**src/rtl/scl_count_calc.sv**
```systemverilog
module scl_count_calc #(
  parameter int TW  = 12,
  parameter int NW  = 16,
  parameter int SPW = 8,
  parameter int DW  = 32
) (
  input  logic           clk,
  input  logic           rst_n,
  input  logic           start,
  input  logic [1:0]     mode,
  input  logic [TW-1:0]  clk_ticks,
  input  logic [TW-1:0]  clk_ns,
  input  logic [NW-1:0]  rise_ns,
  input  logic [NW-1:0]  fall_ns,
  input  logic [SPW-1:0] spk_fast,
  input  logic [SPW-1:0] spk_high,
  input  logic [NW-1:0]  hold_ns,
  output logic           busy,
  output logic           done,
  output logic           err,
  output logic [DW-1:0]  hcnt,
  output logic [DW-1:0]  lcnt,
  output logic [DW-1:0]  sda_hold
);
  localparam int NDIV = 6;
  localparam int CW = $clog2(DW);
  localparam int SW = DW + 3;

  typedef enum logic [1:0] {S_IDLE, S_RUN, S_FIN} st_t;
  st_t st;

  logic [1:0]     c_mode;
  logic [TW-1:0]  c_ticks, c_ns;
  logic [NW-1:0]  c_rise, c_fall, c_hold;
  logic [SPW-1:0] c_spk;
  logic [2:0]     idx;
  logic [CW-1:0]  cnt;
  logic [DW-1:0]  rem, quo;
  logic [DW-1:0]  res [NDIV];

  logic [DW-1:0] tgt_ns, num, den, bus_ns, bus_tk, tlow_ns, thigh_ns;
  logic [DW-1:0] num_nx, den_nx;

  always_comb begin
    case (c_mode)
      2'd0: begin bus_tk = DW'(100);  tlow_ns = DW'(4700); thigh_ns = DW'(4000); end
      2'd1: begin bus_tk = DW'(400);  tlow_ns = DW'(1300); thigh_ns = DW'(600);  end
      2'd2: begin bus_tk = DW'(1);    tlow_ns = DW'(500);  thigh_ns = DW'(260);  end
      default: begin bus_tk = DW'(3400); tlow_ns = DW'(160); thigh_ns = DW'(60); end
    endcase
    bus_ns = (c_mode == 2'd2) ? DW'(1000) : DW'(1000000);
  end

  function automatic logic [DW-1:0] pick_ns(input logic [2:0] k, input logic [DW-1:0] tl,
                                            input logic [DW-1:0] th, input logic [NW-1:0] r,
                                            input logic [NW-1:0] f, input logic [NW-1:0] h);
    case (k)
      3'd1: pick_ns = DW'(r);
      3'd2: pick_ns = DW'(f);
      3'd3: pick_ns = tl;
      3'd4: pick_ns = th;
      default: pick_ns = (h == '0) ? DW'(300) : DW'(h);
    endcase
  endfunction

  assign tgt_ns = pick_ns(idx + 3'd1, tlow_ns, thigh_ns, c_rise, c_fall, c_hold);
  assign num_nx = DW'(c_ticks) * tgt_ns;
  assign den_nx = DW'(c_ns);
  assign num    = DW'(c_ticks) * bus_ns;
  assign den    = DW'(c_ns) * bus_tk;

  logic [DW:0]   shl;
  logic [DW+1:0] trial;
  logic          ge;
  logic [DW-1:0] rem_n, quo_n, ceil_q, den_cur;

  assign den_cur = (idx == 3'd0) ? den : den_nx;
  assign shl     = {rem, quo[DW-1]};
  assign trial   = {1'b0, shl} - {2'b00, den_cur};
  assign ge      = ~trial[DW+1];
  assign rem_n   = ge ? trial[DW-1:0] : shl[DW-1:0];
  assign quo_n   = {quo[DW-2:0], ge};
  assign ceil_q  = quo_n + DW'(rem_n != '0);

  logic signed [SW-1:0] pe, ri, fa, tl, th, sp, hc0, lc0, tot0, gap, half, hc, lc;
  assign pe   = $signed({3'b000, res[0]});
  assign ri   = $signed({3'b000, res[1]});
  assign fa   = $signed({3'b000, res[2]});
  assign tl   = $signed({3'b000, res[3]});
  assign th   = $signed({3'b000, res[4]});
  assign sp   = $signed(SW'(c_spk));
  assign hc0  = th - fa - SW'(7) - sp;
  assign lc0  = tl - ri + fa - SW'(1);
  assign tot0 = hc0 + lc0 + SW'(7) + sp + ri + SW'(1);
  assign gap  = pe - tot0;
  assign half = gap >>> 1;
  assign hc   = (gap > 0) ? hc0 + half : hc0;
  assign lc   = (gap > 0) ? lc0 + gap - half : lc0;

  assign busy = (st != S_IDLE);

  always_ff @(posedge clk or negedge rst_n) begin
    if (!rst_n) begin
      st <= S_IDLE; idx <= '0; cnt <= '0; rem <= '0; quo <= '0;
      c_mode <= '0; c_ticks <= '0; c_ns <= '0; c_rise <= '0; c_fall <= '0;
      c_hold <= '0; c_spk <= '0;
      for (int i = 0; i < NDIV; i++) res[i] <= '0;
      done <= 1'b0; err <= 1'b0; hcnt <= '0; lcnt <= '0; sda_hold <= '0;
    end else begin
      done <= 1'b0;
      case (st)
        S_IDLE: if (start) begin
          st <= S_RUN; idx <= '0; cnt <= '0; rem <= '0;
          c_mode <= mode; c_ticks <= clk_ticks; c_ns <= clk_ns;
          c_rise <= rise_ns; c_fall <= fall_ns; c_hold <= hold_ns;
          c_spk <= (mode == 2'd3) ? spk_high : spk_fast;
          quo <= DW'(clk_ticks) * ((mode == 2'd2) ? DW'(1000) : DW'(1000000));
        end
        S_RUN: begin
          if (cnt == CW'(DW - 1)) begin
            res[idx] <= ceil_q;
            cnt <= '0; rem <= '0;
            quo <= num_nx;
            if (idx == 3'(NDIV - 1)) st <= S_FIN;
            else idx <= idx + 3'd1;
          end else begin
            cnt <= cnt + CW'(1);
            rem <= rem_n;
            quo <= quo_n;
          end
        end
        default: begin
          st <= S_IDLE;
          done <= 1'b1;
          if (hc0 < 0 || lc0 < 0) begin
            err <= 1'b1; hcnt <= '0; lcnt <= '0; sda_hold <= '0;
          end else begin
            err <= 1'b0; hcnt <= hc[DW-1:0]; lcnt <= lc[DW-1:0]; sda_hold <= res[5];
          end
        end
      endcase
    end
  end

  logic unused_ok;
  assign unused_ok = ^num;
endmodule

```
**config.mk**
```make
export PLATFORM = sky130hd
export DESIGN_NAME = scl_count_calc
export DESIGN_NICKNAME = d
export VERILOG_FILES = /design/src/rtl/scl_count_calc.sv
export SDC_FILE = /design/constraint.sdc
export NUM_CORES = 2
export LEC_CHECK = 0
export BUFFER_PORTS_ARGS = -buffer_cell sky130_fd_sc_hd__buf_4
export CORE_ASPECT_RATIO = 1.25
export CORE_MARGIN = 2
export CORE_UTILIZATION = 65
export DETAILED_ROUTE_END_ITERATION = 6
export PLACE_DENSITY = 0.86
export SLEW_MARGIN = 20
export SYNTH_ARGS = -nofsm -noshare
export SYNTH_HDL_FRONTEND = slang
export SYNTH_SLANG_ARGS = --single-unit
```
**constraint.sdc**
```tcl
create_clock -name clk -period 12.9 [get_ports clk]
set_input_delay 0.645 -clock clk [delete_from_list [all_inputs] [get_ports clk]]
set_output_delay 0.645 -clock clk [all_outputs]
set_load 0.01 [all_outputs]
```
==> results.md <==
- The number of global-route vias before repair is 41.6k.
- The simple-gate area share of the yosys netlist is 0.144.
- Detailed placement ended at an HPWL of 103000 um.
- The combinational family with the most area after synthesis is adder cells.
- The shortest period the worst path allows is roughly 12000 ps.
- Using the TritonRoute via totals, the vias-per-cell ratio works out to 5.92.
- At the end of routability-driven placement, the weighted congestion stood at 1.02.
- For this run, design rule violations remaining after detail routing come to 0.
- 192 I/O pins were placed.
- Once detail routing completed, the nets flagged for antenna violations numbered 0.
- The synthesized design spends more area on one cell type than any other, namely dfrtp_1.
- The first global-routing pass estimated roughly 210000 um of wire.
- The total overflow left after global routing is 0.
- The synthesized net count is 6687.
- The area share of the leading cell type in the synthesized netlist is 0.228.
- The count of flip-flops with a built-in enable after synthesis is 0.
- The max-cap check violation count is 0.
- The portion of the post-synthesis area used by sequential elements is 0.228.
- The critical path launch point type is a flip-flop.
- For hold timing, the worst endpoint is c_fall[12].
- The final layout contains routed wiring with a total length of 128000 um.
- The post-synthesis instance area is between 40000 and 50000 um2.
- During synthesis, Yosys emitted a total of 0 warnings.
- The wire length the detailed router placed on met1 is around 50000 um.
- The die covers 77400 um2.
- The startpoint identified for the worst hold timing path is fall_ns[12].
- The die boundary height is 311 um.
- The endpoint of the worst register-to-register path is lcnt[19].
- The count of TritonRoute iterations in the first routing pass is 6.
- Yosys attributes the largest share of cell area to dfrtp_1, fa_1, ha_1.
- The detailed router finished its first iteration with 2335 violations.
- The net count of the finished layout is ~6.8k.
- For flop-to-flop paths, the worst setup slack is roughly 1000 ps.
- The kind of cell with the highest combined delay on the critical path is compound AO/OA/AOI/OAI gates.
- The startpoint of the worst register-to-register path is res[129].
- The number of setup buffers added after CTS is 0.
- After detailed routing, no signal wire sits above met4.
- The clock sink count is 446.
- The clock tree synthesis step divided the H-tree into 2 levels.
- Data on the critical path arrives at its endpoint at 12380 ps.
- Adding up every negative setup slack in the final design gives 0 ps.
- The repair_antennas step left the layout with diodes totalling 0.
- Entering global routing, the biggest net connects 185 pins.
- The maximum number of buffers from clock root to sink is 3.
- Dividing the synthesized area by the synthesized cell count gives 8.69 um2.
- The number of different library cells used by synthesis comes to 103.
- On the worst path, the slowest cell contributes a delay of 620 ps.
- Summing all flip-flop and latch instances after layout gives 11200 um2.
- Setup violations remaining at the end of the flow were counted as 0.
- The cell with the largest stage delay on the worst path is or4_1.
- The transition at the pin with the smallest max-transition slack is 1180 ps.
- The total count of hold-check failures in the final report is 0.
- In the detailed route, the total length drawn on met3 is a little over 7000 um.
- The final clock skew is about 23 ps.
- The die is 249 um wide.
- The instance count of the mapped netlist is 5623.
- The initial antenna violation count is 0.
- The proportion of synthesized area in mux cells is 0.0261.
- Setup repair after global routing left no endpoint under its margin.
- The routed length per instance is 19.1 um.
- The post-synthesis compound-gate area fraction is 0.152.
- The region available for standard cell placement spans 74600 um2.
- The share of flip-flops with an asynchronous set or reset after synthesis is 1.00.
- In the finished design, the share of the clock period the worst path needs comes to 0.922.
- The largest fanout on the critical path is 38.
- STA puts the critical path data required time at about 13000 ps.
- STA classifies the critical path endpoint as a flip-flop.
- The fraction of final layout cells with drive strength greater than 1 is 0.0680.
- The later-pin clock latency in the skew report is 630 ps.
- The synthesized design contains between 400 and 500 register bits.
- The path class of the lowest-slack min-delay path is primary input to flip-flop.
- Row generation in the floorplan step produced 112 rows.
- For this block, the via count after detailed routing is 39.8k.
- After filler insertion, the fill cell instance count of the layout stands at 5692.
- The critical path is of the flip-flop to flip-flop type.
- The most used flip-flop cell after synthesis is dfrtp_1.
- In this design, the critical path's most frequently occurring cell is ha_1.
- The most common cell in the synthesized netlist is inv_1.
- The area growth from synthesis to layout is 8.13%.
- The area taken by multi-input logic gates is 33600 um2.
- The area share of xor/xnor cells in the synthesized design is 0.0528.
- The number of clock buffers inserted by TritonCTS is 47.
- The worst hold path was traced through 3 stages.
- The headroom to the max-slew limit is 0.214.
- The area share of fa/ha/maj cells after synthesis is 0.310.
- The final max-slew violation count is 0.
- Detailed routing placed a total of 63800 um of wire on met2.
- In this run the tool buffered the top-level ports with 191 buffer cells.
- For this configuration, the core starts out at a cell density of 0.656.
- The root buffer cell is clkbuf_16.
- The flow ran to the end, and the final reports show no timing, DRC or antenna violations.
- The number of buffers and inverters on the critical path is 5.
- TritonCTS built the clock tree.
- The count of cells along the worst register-to-register path is 47.
- Clock-pin slew was measured on the worst setup and hold paths at about 60 ps.
- For this run, the total global-route usage over all layers was measured as 0.333.
- By count the netlist is led by inv_1, nand2_1, ha_1, dfrtp_1, fa_1.
- Based on the critical path, the design can be clocked at up to 84.0 MHz.
per-layer routing:
metal / vias up / global-route usage
met5: - / 0
met4: 0 / 0.170
met3: 392 / 0.0404
met2: 1267 / 0.593
met1: 19400 / 0.395
li1: 18800 / -
through the flow:
stage | setup WS, ps | hold WS, ps | utilization | instances | cell area, um2
after floorplan | 3240 | 349 | - | 5623 | 48900
after global placement | 1500 | 454 | 0.686 | 6633 | 51100
after detailed placement | 1310 | 465 | 0.686 | 6633 | 51100
after CTS | 1190 | 186 | 0.708 | 6720 | 52800
after global routing | 515 | 204 | 0.709 | 6722 | 52900
final | 1000 | 203 | 0.709 | 6722 | 52900
registers in the layout (all words and copies together), names as in the netlist, 12 cells and up:
name,flops
c_fall,16
c_hold,16
c_ns,12
c_rise,16
c_ticks,12
fa,32
hcnt,32
lcnt,32
pe,32
quo,32
rem,32
res,128
sda_hold,32
cell families after synthesis:
kind of cell               after synthesis
buffers and inverters                 1104
adders and majority gates              972
and+or+nand+nor                       1532
xor gates and xnor gates               291
AOI/OAI and AO/OA                     1153
DFF                                    446
muxes                                  125
final cells by class:
| cell class | count | share of cell area |
|---|---|---|
| well taps | 969 | 0.0229 |
| clock inverters | 26 | 0.00670 |
| clock buffers | 60 | 0.0247 |
| flip-flops and latches | 446 | 0.211 |
| inverters | 914 | 0.0649 |
| multi-input cells | 4073 | 0.635 |
| repair buffers | 234 | 0.0343 |
cells in the final DEF, fill, tap and decap left out, types with 65 or more instances in the layout:
cell	count
a21o_1	116
a21oi_1	265
and2_1	129
buf_4	229
dfrtp_1	446
fa_1	402
ha_1	569
inv_1	911
mux2i_1	110
nand2_1	762
nand3_1	79
nor2_1	232
nor3_1	65
o21ai_0	342
xnor2_1	174
xor2_1	115
worst reg2reg max path: cells and delay by family (launching register included):
kind            cells  cell delay [ps]
buf+inv             5              720
simple gates       13             3220
xor+xnor            2              300
flops               1              450
compound gates     19             4450
mux                 2              710
fa+ha+maj           6             1920
worst max path at each step:
stage | depth (start not counted) | end | startpoint | slack (ps)
after floorplan | 49 | fa[31] | c_mode[0] | 3240
after global placement | 47 | hcnt[14] | res[129] | 1500
after detailed placement | 47 | lcnt[15] | res[129] | 1310
after CTS | 47 | lcnt[19] | res[129] | 1190
after global routing | 47 | res[63] | c_mode[0] | 520
final | 47 | lcnt[19] | res[129] | 1000
repair_timing:
action,4_1_cts,5_1_grt
resized for setup,0,0
endpoints found under the hold margin,65,0
hold buffers,1,0
Power is not shown: default switching activity piles up to over one toggle a cycle in this logic, so the estimate is an artifact.
